--- config.mk ---
export PLATFORM = sky130hd
export DESIGN_NAME = doublet_bridge_seq
export DESIGN_NICKNAME = d
export VERILOG_FILES = /design/src/rtl/dbs_pkg.sv /design/src/rtl/dbs_ctrl.sv /design/src/rtl/dbs_arm.sv /design/src/rtl/doublet_bridge_seq.sv
export SDC_FILE = /design/constraint.sdc
export NUM_CORES = 1
export LEC_CHECK = 0
export CORE_MARGIN = 1
export CORE_UTILIZATION = 45
export CTS_BUF_LIST = sky130_fd_sc_hd__clkbuf_16
export DETAILED_ROUTE_END_ITERATION = 8
export PLACE_DENSITY = 0.75
export SETUP_SLACK_MARGIN = 0.2
export SYNTH_ARGS = -nofsm -noshare
export SYNTH_HDL_FRONTEND = slang
export SYNTH_HIERARCHICAL = 1
export SYNTH_SLANG_ARGS = --single-unit
--- constraint.sdc ---
create_clock -name clk -period 3.2 [get_ports clk]
set_clock_uncertainty 0.2 [all_clocks]
set_input_delay 0.32 -clock clk [delete_from_list [all_inputs] [get_ports clk]]
set_output_delay 0.32 -clock clk [all_outputs]
set_load 0.01 [all_outputs]
--- src/rtl/dbs_pkg.sv ---
package dbs_pkg;
    localparam int NUM_ARMS = 4;

    // arm order: 0 up-A, 1 down-A, 2 up-B, 3 down-B
    localparam int ARM_UP_A = 0;
    localparam int ARM_DN_A = 1;
    localparam int ARM_UP_B = 2;
    localparam int ARM_DN_B = 3;

    typedef enum logic [1:0] {
        PH_IDLE  = 2'd0,
        PH_DRIVE = 2'd1,
        PH_REST  = 2'd2,
        PH_DRAIN = 2'd3
    } phase_e;

    typedef enum logic [1:0] {
        ARM_OFF   = 2'd0,
        ARM_MAKE  = 2'd1,
        ARM_ON    = 2'd2,
        ARM_BREAK = 2'd3
    } arm_state_e;

    typedef enum logic [1:0] {
        REST_LOW  = 2'b00,
        REST_HIGH = 2'b01,
        REST_ALT  = 2'b10,
        REST_BAL  = 2'b11
    } rest_mode_e;
endpackage

--- src/rtl/dbs_ctrl.sv ---
module dbs_ctrl
    import dbs_pkg::*;
#(
    parameter int LEN_W  = 4,
    parameter int DROP_W = 8,
    parameter int BAL_W  = 6
) (
    input  logic                clk,
    input  logic                rst_n,
    input  logic                fire_i,
    input  logic                pol_i,
    input  logic [1:0]          mode_i,
    input  logic [LEN_W-1:0]    drive_len_i,
    input  logic [LEN_W-1:0]    rest_len_i,
    input  logic                all_off_i,
    output logic [NUM_ARMS-1:0] arm_tgt_o,
    output phase_e              phase_o,
    output logic                busy_o,
    output logic [DROP_W-1:0]   drop_cnt_o
);
    localparam logic [LEN_W-1:0]  LEN_ONE  = 1;
    localparam logic [DROP_W-1:0] DROP_ONE = 1;
    localparam logic [DROP_W-1:0] DROP_MAX = {DROP_W{1'b1}};
    localparam logic [BAL_W-1:0]  BAL_ONE  = 1;
    localparam logic [BAL_W-1:0]  BAL_HI   = {1'b0, {(BAL_W-1){1'b1}}};
    localparam logic [BAL_W-1:0]  BAL_LO   = {1'b1, {(BAL_W-2){1'b0}}, 1'b1};

    typedef struct packed {
        phase_e              phase;
        logic [LEN_W-1:0]    cnt;
        logic                pol;
        logic                rail;   // 1 = VDD rest, 0 = VSS rest
        logic                alt;
        logic [BAL_W-1:0]    bal;    // two's complement VDD minus VSS
        logic [DROP_W-1:0]   drop;
    } ctrl_t;

    ctrl_t cur_q, nxt_d;
    logic  pick_d;

    always_comb begin
        unique case (rest_mode_e'(mode_i))
            REST_LOW:  pick_d = 1'b0;
            REST_HIGH: pick_d = 1'b1;
            REST_ALT:  pick_d = cur_q.alt;
            default:   pick_d = cur_q.bal[BAL_W-1];
        endcase
    end

    always_comb begin
        nxt_d = cur_q;
        unique case (cur_q.phase)
            PH_IDLE: begin
                if (fire_i) begin
                    nxt_d.phase = PH_DRIVE;
                    nxt_d.cnt   = drive_len_i;
                    nxt_d.pol   = pol_i;
                    nxt_d.rail  = pick_d;
                    nxt_d.alt   = ~cur_q.alt;
                    if (pick_d) begin
                        if (cur_q.bal != BAL_HI) nxt_d.bal = cur_q.bal + BAL_ONE;
                    end else begin
                        if (cur_q.bal != BAL_LO) nxt_d.bal = cur_q.bal - BAL_ONE;
                    end
                end
            end
            PH_DRIVE: begin
                if (cur_q.cnt == '0) begin
                    nxt_d.phase = PH_REST;
                    nxt_d.cnt   = rest_len_i;
                end else begin
                    nxt_d.cnt = cur_q.cnt - LEN_ONE;
                end
            end
            PH_REST: begin
                if (cur_q.cnt == '0) nxt_d.phase = PH_DRAIN;
                else                 nxt_d.cnt   = cur_q.cnt - LEN_ONE;
            end
            default: begin
                if (all_off_i) nxt_d.phase = PH_IDLE;
            end
        endcase
        if (fire_i && (cur_q.phase != PH_IDLE) && (cur_q.drop != DROP_MAX))
            nxt_d.drop = cur_q.drop + DROP_ONE;
    end

    always_ff @(posedge clk or negedge rst_n) begin
        if (!rst_n) begin
            cur_q <= '{phase: PH_IDLE, cnt: '0, pol: 1'b0, rail: 1'b0,
                       alt: 1'b0, bal: '0, drop: '0};
        end else begin
            cur_q <= nxt_d;
        end
    end

    always_comb begin
        arm_tgt_o = '0;
        unique case (cur_q.phase)
            PH_DRIVE: begin
                arm_tgt_o[ARM_UP_A] = ~cur_q.pol;
                arm_tgt_o[ARM_DN_B] = ~cur_q.pol;
                arm_tgt_o[ARM_DN_A] =  cur_q.pol;
                arm_tgt_o[ARM_UP_B] =  cur_q.pol;
            end
            PH_REST: begin
                arm_tgt_o[ARM_UP_A] =  cur_q.rail;
                arm_tgt_o[ARM_UP_B] =  cur_q.rail;
                arm_tgt_o[ARM_DN_A] = ~cur_q.rail;
                arm_tgt_o[ARM_DN_B] = ~cur_q.rail;
            end
            default: arm_tgt_o = '0;
        endcase
    end

    assign phase_o    = cur_q.phase;
    assign busy_o     = (cur_q.phase != PH_IDLE);
    assign drop_cnt_o = cur_q.drop;
endmodule

--- src/rtl/dbs_arm.sv ---
module dbs_arm
    import dbs_pkg::*;
#(
    parameter int DLY_W = 4
) (
    input  logic             clk,
    input  logic             rst_n,
    input  logic             tgt_i,
    input  logic             peer_on_i,
    input  logic [DLY_W-1:0] make_dly_i,
    input  logic [DLY_W-1:0] break_dly_i,
    output logic             on_o,
    output logic             idle_o
);
    localparam logic [DLY_W-1:0] DLY_ONE = 1;

    typedef struct packed {
        arm_state_e       st;
        logic [DLY_W-1:0] cnt;
    } arm_t;

    arm_t cur_q, nxt_d;

    always_comb begin
        nxt_d = cur_q;
        unique case (cur_q.st)
            ARM_OFF: begin
                if (tgt_i) begin
                    nxt_d.st  = ARM_MAKE;
                    nxt_d.cnt = make_dly_i;
                end
            end
            ARM_MAKE: begin
                if (!tgt_i) begin
                    nxt_d.st = ARM_OFF;
                end else if (cur_q.cnt != '0) begin
                    nxt_d.cnt = cur_q.cnt - DLY_ONE;
                end else if (!peer_on_i) begin
                    nxt_d.st = ARM_ON;
                end
            end
            ARM_ON: begin
                if (!tgt_i) begin
                    nxt_d.st  = ARM_BREAK;
                    nxt_d.cnt = break_dly_i;
                end
            end
            default: begin
                if (tgt_i)                 nxt_d.st  = ARM_ON;
                else if (cur_q.cnt == '0)  nxt_d.st  = ARM_OFF;
                else                       nxt_d.cnt = cur_q.cnt - DLY_ONE;
            end
        endcase
    end

    always_ff @(posedge clk or negedge rst_n) begin
        if (!rst_n) cur_q <= '{st: ARM_OFF, cnt: '0};
        else        cur_q <= nxt_d;
    end

    assign on_o   = (cur_q.st == ARM_ON) || (cur_q.st == ARM_BREAK);
    assign idle_o = (cur_q.st == ARM_OFF);
endmodule

--- src/rtl/doublet_bridge_seq.sv ---
module doublet_bridge_seq
    import dbs_pkg::*;
#(
    parameter int NSECT  = 8,
    parameter int DLY_W  = 4,
    parameter int LEN_W  = 4,
    parameter int DROP_W = 8,
    parameter int BAL_W  = 6
) (
    input  logic                      clk,
    input  logic                      rst_n,
    input  logic                      fire_i,
    input  logic                      pol_i,
    input  logic [1:0]                mode_i,
    input  logic [LEN_W-1:0]          drive_len_i,
    input  logic [LEN_W-1:0]          rest_len_i,
    input  logic [NUM_ARMS*DLY_W-1:0] make_dly_i,
    input  logic [NUM_ARMS*DLY_W-1:0] break_dly_i,
    input  logic [NSECT-1:0]          sect_en_i,
    output logic [NSECT-1:0]          up_a_o,
    output logic [NSECT-1:0]          dn_a_o,
    output logic [NSECT-1:0]          up_b_o,
    output logic [NSECT-1:0]          dn_b_o,
    output logic                      busy_o,
    output logic [DROP_W-1:0]         drop_cnt_o
);
    logic [NUM_ARMS-1:0] arm_tgt;
    logic [NUM_ARMS-1:0] arm_on;
    logic [NUM_ARMS-1:0] arm_idle;
    phase_e              phase;
    logic [NSECT-1:0]    gate [NUM_ARMS];

    dbs_ctrl #(.LEN_W(LEN_W), .DROP_W(DROP_W), .BAL_W(BAL_W)) u_ctrl (
        .clk         (clk),
        .rst_n       (rst_n),
        .fire_i      (fire_i),
        .pol_i       (pol_i),
        .mode_i      (mode_i),
        .drive_len_i (drive_len_i),
        .rest_len_i  (rest_len_i),
        .all_off_i   (&arm_idle),
        .arm_tgt_o   (arm_tgt),
        .phase_o     (phase),
        .busy_o      (busy_o),
        .drop_cnt_o  (drop_cnt_o)
    );

    for (genvar k = 0; k < NUM_ARMS; k++) begin : g_arm
        // the partner arm shares the terminal: index with bit 0 flipped
        dbs_arm #(.DLY_W(DLY_W)) u_arm (
            .clk         (clk),
            .rst_n       (rst_n),
            .tgt_i       (arm_tgt[k]),
            .peer_on_i   (arm_on[k ^ 1]),
            .make_dly_i  (make_dly_i[k*DLY_W +: DLY_W]),
            .break_dly_i (break_dly_i[k*DLY_W +: DLY_W]),
            .on_o        (arm_on[k]),
            .idle_o      (arm_idle[k])
        );
        assign gate[k] = arm_on[k] ? sect_en_i : '0;
    end

    assign up_a_o = gate[ARM_UP_A];
    assign dn_a_o = gate[ARM_DN_A];
    assign up_b_o = gate[ARM_UP_B];
    assign dn_b_o = gate[ARM_DN_B];
endmodule

After elaboration in Yosys (flattened, before gate mapping)
Cells that the tools add are included.
{"block": "op_classes", "addsub": 8, "n_eq_ne": 56, "mux": 65, "n_bitwise": 3, "reduce_logical": 42}
{"cell": "4-bit two-way mux", "count": 18}
{"cell": "6-bit case mux with 3 select lines", "count": 4}
{"cell": "6-bit two-way mux", "count": 11}
{"cell": "2-bit two-way mux", "count": 23}
{"cell": "3-bit != test (second input constant)", "count": 12}
{"cell": "4-bit nonzero test", "count": 9}
{"cell": "8-bit two-way mux", "count": 4}
{"cell": "2-bit != test (second input constant)", "count": 15}
{"cell": "6-bit AND reduction", "count": 4}
{"cell": "2-bit == test (second input constant)", "count": 10}
{"cell": "4-bit logical NOT", "count": 5}
{"cell": "5-bit AND reduction", "count": 4}
{"cell": "4-bit by 1-bit subtractor with 4-bit output (second input constant)", "count": 5}
{"cell": "15-bit two-way mux", "count": 1}
{"cell": "2-bit by 1-bit == test with 1-bit output (second input constant)", "count": 6}
{"cell": "2-bit logical NOT", "count": 6}
{"cell": "2-bit by 1-bit != test with 1-bit output (second input constant)", "count": 6}
{"cell": "3-bit by 1-bit != test with 1-bit output (second input constant)", "count": 4}
{"cell": "4-bit case mux with 3 select lines", "count": 1}
{"cell": "4-bit AND reduction", "count": 3}
{"cell": "8-bit by 1-bit adder with 8-bit output (second input constant)", "count": 1}
{"cell": "8-bit != test (second input constant)", "count": 1}
{"cell": "4-bit case mux with 2 select lines", "count": 1}
{"cell": "6-bit by 1-bit adder with 6-bit output (second input constant)", "count": 1}
{"cell": "other kinds (12)", "count": 19}
{"block": "totals", "reg_bits": 47, "out_inout_bits": 41}

Logic depth before layout (Yosys ltp)
Gate-level depths: netlist (run 1).
{"block": "logic_depth", "depth_word": 6, "depth_mapped": 9}

By module
The synthesis (run 1) kept the hierarchy.
{"mod": "dbs_arm", "n_inst": 4, "cells_per_inst": 51, "area_each_um2": 481.7, "seq_area_each_um2": 150.1}
{"mod": "dbs_ctrl", "n_inst": 1, "cells_per_inst": 163, "area_each_um2": 1532.7, "seq_area_each_um2": 575.6}
{"mod": "doublet_bridge_seq", "n_inst": 1, "cells_per_inst": 33, "area_each_um2": 209.0, "seq_area_each_um2": 0.0}

Worst setup path before layout (run 1)
Ideal clock, no wire load.
{"block": "synth_timing", "kind": "reg2reg", "start": "reg u_ctrl.cur_q, in the netlist u_ctrl/phase_o[0]", "end": "reg g_arm[1].u_arm/cur_q[2] (netlist name)", "setup_ns": 0.128, "arrival_ns": 2.095, "path_slack_ns": 0.778, "path_stages_with_launch": 9, "synth_period_minus_slack_ns": 2.422, "cell_sequence": "dfrtp_1 inv_1 ha_1 clkbuf_1 a21boi_0 nor2b_1 o21ai_1 o21ai_2 mux2_1"}
{"block": "synth_via", "elab_chain_cells": 4, "elab_cells_between_ends": 9, "cone_classes": "7 x eq/ne; 1 x mux; 1 x reduce/logical"}
{"item": "from (decl)", "line_no": "dbs_ctrl.sv:38", "source": "ctrl_t cur_q, nxt_d;"}
{"item": "from (signal assigned)", "line_no": "dbs_ctrl.sv:89", "source": "cur_q <= '{phase: PH_IDLE, cnt: '0, pol: 1'b0, rail: 1'b0,"}
{"item": "from (signal assigned)", "line_no": "dbs_ctrl.sv:92", "source": "cur_q <= nxt_d;"}
{"item": "2-bit == test or 2-bit by 1-bit == test with 1-bit output (tied branches)", "line_no": "dbs_ctrl.sv:98", "source": "unique case (cur_q.phase)"}
{"item": "4-bit case mux with 2 select lines *", "line_no": "dbs_ctrl.sv:98"}
{"item": "via arm_tgt[1]", "line_no": "doublet_bridge_seq.sv:27", "source": "logic [NUM_ARMS-1:0] arm_tgt;"}
{"item": "3-bit by 1-bit != test with 1-bit output (no source line), or another cell as far along"}
{"item": "6-bit AND reduction (no source line) *"}
{"item": "to (signal assigned)", "line_no": "dbs_arm.sv:57", "source": "if (!rst_n) cur_q <= '{st: ARM_OFF, cnt: '0};"}
{"item": "to (signal assigned)", "line_no": "dbs_arm.sv:58", "source": "else cur_q <= nxt_d;"}
{"item": "to (decl)", "line_no": "dbs_arm.sv:22", "source": "arm_t cur_q, nxt_d;"}
The timed path passes the listed nets; every way through them passes the cells marked *.
A chain may end at the register's enable or synchronous reset.

Final worst setup path (run 1)
{"block": "layout_timing", "start": "reg g_arm[1].u_arm/cur_q[4] (netlist name)", "end": "out dn_a_o[6]"}
{"block": "layout_via", "elab_chain_cells": 3, "elab_cells_between_ends": 4, "cone_classes": "2 x eq/ne; 1 x mux; 1 x reduce/logical"}
{"item": "2-bit == test", "line_no": "dbs_arm.sv:61", "source": "assign on_o = (cur_q.st == ARM_ON) || (cur_q.st == ARM_BREAK);"}
{"item": "1-bit logical OR *", "line_no": "dbs_arm.sv:61"}
{"item": "via arm_on[1]", "line_no": "doublet_bridge_seq.sv:28", "source": "logic [NUM_ARMS-1:0] arm_on;"}
{"item": "8-bit two-way mux *", "line_no": "doublet_bridge_seq.sv:60", "source": "assign gate[k] = arm_on[k] ? sect_en_i : '0;"}
{"item": "to (decl)", "line_no": "doublet_bridge_seq.sv:21", "source": "output logic [NSECT-1:0] dn_a_o,"}
Marked as above.

==> results.sh, run 1 <==
export IMPL_grt_max_degree=48
export IMPL_fin_util=0.610
export IMPL_crit_family="simple AND/OR/NAND/NOR gates"
export IMPL_post_route_period_util=0.883
export IMPL_p_sw_frac=0.429
export IMPL_regArea_um2=1180
export IMPL_n_antenna_cell=0
export IMPL_p_clk_frac=0.110
export IMPL_use_met3=0.0381
export IMPL_cts_root_buffer="clkbuf_16"
export IMPL_cp_start_kind="register"
export IMPL_cp_slowest_stage_delay_ns=0.47
export IMPL_crit_slowest_cell="dfrtp_1"
export IMPL_drc=0
export IMPL_setup_viol=0
export IMPL_netlist_instances=398
export IMPL_vdd_drop_max_mv=0.543
export IMPL_viasPerCell=5.42
export IMPL_fin_nets=565
export IMPL_timing_max_cap_violations=0
export IMPL_htree_levels=2
export IMPL_path_buf_inv=2
export IMPL_cts_sinks=47
export IMPL_gr_total_overflow=0
export IMPL_fin_crit_ns=2.82
export IMPL_p_seq_frac=0.271
export IMPL_ff2ff_setup_slack_ns=0.40
export IMPL_maxSlewViolCount=0
export IMPL_use_met1=0.242
export IMPL_syn_area_um2=3650
export IMPL_first_pass_iters=4
export IMPL_num_vias=3168
export IMPL_io_pins=95
export IMPL_grt_first_pass_wirelength_um=14400
export IMPL_required_ns=2.68
export IMPL_clkSlewWorstSetupHoldPaths_ns=0.06
export IMPL_hpwl_um=6250
export IMPL_final_hold_violation_count=0
export IMPL_fillers=670
export IMPL_critPathArrivalTime_ns=2.30
export IMPL_first_global_vias=3206
export IMPL_pre_cts_ws_ns=0.341
export IMPL_fp_dieW_um=92.1
export IMPL_routed_wirelength_um=8170
export IMPL_post_cts_resize_count=0
export IMPL_antenna_found_initial=0
export IMPL_io_buffers=94
export IMPL_layout_drive_gt1_share=0.0890
export IMPL_use_met2=0.379
export IMPL_area_growth_synth_to_final_pct=30.3
export IMPL_slew_headroom=0.296
export IMPL_track_usage=0.207
export IMPL_dieHeight_um=92.1
export IMPL_r2r_end="g_arm[2].u_arm/cur_q[2]"
export IMPL_drt_iter0_markers=163
export IMPL_crit_path_end_kind="output port"
export IMPL_busiest_layer="met2"
export IMPL_synth_warning_count=6
export IMPL_routedWlPerCell_um=14.0
export IMPL_stdcell_area_um2=4760
export IMPL_placed_area_um2=4630
export IMPL_r2r_start="u_ctrl/phase_o[0]"
export IMPL_final_setup_worst_slack_ns=0.376
export IMPL_fmax_mhz=354
export IMPL_p_per_area_nw_per_um2=943
export IMPL_p_leak_uw=0.00204
export IMPL_multiInputGateArea_um2=2280
export IMPL_postCtsSetupRepairBufs=0
export IMPL_cp_cell_sequence="inv_1, ha_1, or2_2, and2_1, clkdlybuf4s50_1"
export IMPL_p_int_uw=2560
export IMPL_clk_latency_ns=0.28
export IMPL_rows=32
export IMPL_worstMarginPinSlew_ns=1.06
export IMPL_combPwrFrac=0.619
export IMPL_worst_r2r_cell_count=8
export IMPL_core_um2=7810
export IMPL_initial_core_util=0.468
export IMPL_path_class="register to output port"
export IMPL_rsz0062_at_grt="no"
export IMPL_die_area_um2=8480
export IMPL_fin_cells=585
export IMPL_syn_area_per_cell_um2=9.18
export IMPL_place_gp_congestion=0.869
export IMPL_cts_buffer_depth=2
export IMPL_dp_cells=578
export IMPL_numCtsBuffers=5
export IMPL_finalSetupTns_ns=0
export IMPL_hold_buffers=0
export IMPL_p_switching_uw=1930
export IMPL_postRouteAntennaNets=0
export IMPL_critPathMaxFanout=10
export IMPL_status="completed"
export IMPL_min_path_type="input port to async pin"
export IMPL_synth_nets=480
export IMPL_cts_tree="built"
[stage by stage]
step | power (µW) | hold WS [ns]
after CTS | 4530 | 0.0698
after detailed placement | 4010 | 0.289
after floorplan | 3220 | -0.176
final | 4490 | 0.0210
after global routing | 4920 | 0.135
after global placement | 3890 | 0.276
[metal layers]
metal | part of all wire | vias up | wire length, µm
li1 | - | 1576 | -
met1 | 0.43 | 1489 | 3550
met2 | 0.50 | 96 | 4090
met3 | 0.057 | 7 | 462
met4 | 0.0089 | 0 | 73
met5 | 0 | - | 0
[registers in the layout, indices dropped and copies added (netlist names), named ones only]
register and count:
u_ctrl/phase_o 2, g_arm.u_arm/cur_q 20, u_ctrl/drop_cnt_o 8, u_ctrl/cur_q 13
[cells in the final DEF, fill, tap and decap left out, drive strengths merged, types with 4 or more instances in the layout]
| cell | count |
|---|---|
| mux2 | 16 |
| nand4 | 5 |
| nor2 | 24 |
| ha | 28 |
| o211ai | 4 |
| nor2b | 9 |
| a221oi | 8 |
| xor2 | 5 |
| clkdlybuf4s50 | 93 |
| or3b | 5 |
| a21boi | 4 |
| a22oi | 9 |
| and3 | 7 |
| nand2b | 6 |
| or2 | 8 |
| a21oi | 10 |
| nand3 | 6 |
| nor3 | 9 |
| a31oi | 7 |
| o221ai | 4 |
| o21ai | 31 |
| mux2i | 13 |
| clkbuf | 5 |
| dfrtp | 47 |
| and2 | 36 |
| nand2 | 17 |
| a32o | 4 |
| inv | 29 |
| xnor2 | 17 |
[worst max path at each step]
stage	from	end	slack (ns)	depth (start not counted)
final	g_arm[1].u_arm/cur_q[4]	dn_a_o[6]	0.38	5
after floorplan	u_ctrl/phase_o[0]	g_arm[1].u_arm/cur_q[2]	0.80	8
after detailed placement	mode_i[1]	u_ctrl/cur_q[10]	0.34	8
after global routing	u_ctrl/phase_o[0]	g_arm[2].u_arm/cur_q[2]	0.23	8
after global placement	mode_i[1]	u_ctrl/cur_q[10]	0.47	8
after CTS	g_arm[1].u_arm/cur_q[4]	dn_a_o[6]	0.37	5
[worst register-to-register path: cells and delay by family, from the launching register on]
family                   cells  cell delay (ns)
AO/OA/AOI/OAI                3             0.84
flip-flops                   1             0.41
AND/OR/NAND/NOR              2             0.42
buffers and inverters        1             0.12
multiplexers                 1             0.35
adder cells (fa/ha/maj)      1             0.35
[layout make-up]
| cell class | instances | area share |
|---|---|---|
| clock inverter | 2 | 0.00184 |
| clock buffer | 5 | 0.0263 |
| sequential | 47 | 0.247 |
| tap | 102 | 0.0268 |
| timing repair buffer | 94 | 0.197 |
| inverter | 29 | 0.0229 |
| multi-input combinational | 306 | 0.479 |
[power by group through the flow]
stage	Clock [µW]	Combinational, µW	Sequential (µW)
after floorplan	0	2080	1140
after global placement	0	2690	1200
after detailed placement	0	2790	1220
after CTS	509	2800	1210
after global routing	532	3120	1270
final	493	2780	1220
Note: power is estimated with default switching activity, not from simulation.
==> run 2, diff against run 1 <==
--- a/config.mk
+++ b/config.mk
@@ -5,6 +5,7 @@
 export SDC_FILE = /design/constraint.sdc
 export NUM_CORES = 1
 export LEC_CHECK = 0
+export CAP_MARGIN = 30
 export CORE_MARGIN = 1
 export CORE_UTILIZATION = 45
 export CTS_BUF_LIST = sky130_fd_sc_hd__clkbuf_16
==> results.sh, run 2 (synthesis results as in run 1) <==
export IMPL_io_pins=95
export IMPL_p_leak_uw=0.00206
export IMPL_grt_first_pass_wirelength_um=14200
export IMPL_fin_crit_ns=2.86
export IMPL_dieHeight_um=92.1
export IMPL_post_route_period_util=0.895
export IMPL_postCtsSetupRepairBufs=0
export IMPL_first_pass_iters=4
export IMPL_status="completed"
export IMPL_drc=0
export IMPL_viasPerCell=5.46
export IMPL_fin_util=0.614
export IMPL_critPathArrivalTime_ns=2.34
export IMPL_gr_total_overflow=0
export IMPL_critPathMaxFanout=10
export IMPL_crit_family="simple AND/OR/NAND/NOR gates"
export IMPL_first_global_vias=3162
export IMPL_cp_start_kind="register"
export IMPL_rsz0062_at_grt="no"
export IMPL_grt_max_degree=27
export IMPL_largest_register="g_arm.u_arm/cur_q"
export IMPL_hold_depth=1
export IMPL_hold_buffers=1
export IMPL_busiest_layer="met2"
export IMPL_cts_buffer_depth=2
export IMPL_place_gp_congestion=0.869
export IMPL_hpwl_um=6310
export IMPL_io_buffers=94
export IMPL_timing_max_cap_violations=0
export IMPL_fp_dieW_um=92.1
export IMPL_r2r_end="g_arm[2].u_arm/cur_q[2]"
export IMPL_cts_root_buffer="clkbuf_16"
export IMPL_pre_cts_ws_ns=0.340
export IMPL_numCtsBuffers=5
export IMPL_required_ns=2.68
export IMPL_critical_path_startpoint="g_arm[0].u_arm/cur_q[4]"
export IMPL_crit_slowest_cell="clkdlybuf4s50_1"
export IMPL_clkSlewWorstSetupHoldPaths_ns=0.06
export IMPL_min_path_type="register to register"
export IMPL_fillers=669
export IMPL_rows=32
export IMPL_ff2ff_setup_slack_ns=0.45
export IMPL_cts_sinks=47
export IMPL_final_common_cell="clkdlybuf4s50_1"
export IMPL_use_met3=0.0489
export IMPL_routedWlPerCell_um=14.0
export IMPL_postRouteAntennaNets=0
export IMPL_antenna_found_initial=0
export IMPL_worstMarginPinSlew_ns=0.865
export IMPL_vdd_drop_max_mv=0.496
export IMPL_layout_common_cells="clkdlybuf4s50_1 (93), dfrtp_1 (47), and2_1 (36)"
export IMPL_maxSlewViolCount=0
export IMPL_area_growth_synth_to_final_pct=31.2
export IMPL_routed_wirelength_um=8230
export IMPL_cts_tree="built"
export IMPL_track_usage=0.204
export IMPL_die_area_um2=8480
export IMPL_p_per_area_nw_per_um2=940
export IMPL_path_class="register to output port"
export IMPL_layout_drive_gt1_share=0.0905
export IMPL_htree_levels=2
export IMPL_core_um2=7810
export IMPL_use_met1=0.234
export IMPL_setup_viol=0
export IMPL_num_vias=3208
export IMPL_cp_cell_sequence="inv_1, ha_1, or2_2, and2_1, clkdlybuf4s50_1"
export IMPL_finalSetupTns_ns=0
export IMPL_clk_latency_ns=0.29
export IMPL_final_setup_worst_slack_ns=0.336
export IMPL_cp_slowest_stage_delay_ns=0.48
export IMPL_r2r_start="u_ctrl/phase_o[0]"
export IMPL_min_from="u_ctrl/drop_cnt_o[7]"
export IMPL_post_cts_resize_count=0
export IMPL_largest_reg_flops=20
export IMPL_path_buf_inv=2
export IMPL_use_met2=0.377
export IMPL_crit_path_end_kind="output port"
export IMPL_fin_nets=567
export IMPL_initial_core_util=0.468
export IMPL_fmax_mhz=349
export IMPL_worst_r2r_cell_count=8
export IMPL_slew_headroom=0.420
export IMPL_final_hold_violation_count=0
export IMPL_n_antenna_cell=0
export IMPL_min_to="u_ctrl/drop_cnt_o[7]"
export IMPL_drt_iter0_markers=129
run 2: worst max path at each step:
stage / to / cells past startpoint
after floorplan: g_arm[1].u_arm/cur_q[2] / 8
after global placement: u_ctrl/cur_q[10] / 8
after detailed placement: u_ctrl/cur_q[10] / 8
after CTS: up_a_o[4] / 5
after global routing: dn_a_o[6] / 5
final: up_a_o[4] / 5
run 2: cell type report:
class	instances	area, µm²	area share
multi-input combinational	306	2280	0.475
clock inverter	3	12.5	0.00261
timing repair buffer	96	966	0.201
sequential	47	1180	0.245
inverter	29	109	0.0227
clock buffer	5	125	0.0261
tap	102	128	0.0266
run 2: where the power goes:
group          internal [µW]  switching [µW]
Clock                    283             218
Sequential               898             322
Combinational           1390            1400
Total                   2570            1940
run 2: per-layer routing:
layer	up-vias	part of all wire
met5	-	0
met4	0	0.0091
met3	7	0.062
met2	85	0.49
met1	1536	0.44
li1	1580	-
run 2: metrics by stage:
step	std cells	cell area (µm²)	power [µW]	hold slack (ns)
after floorplan	398	3650	3220	-0.176
after global placement	578	4630	3890	0.276
after detailed placement	579	4650	4010	0.127
after CTS	588	4790	4540	0.303
after global routing	588	4790	4920	0.333
final	588	4790	4510	0.301
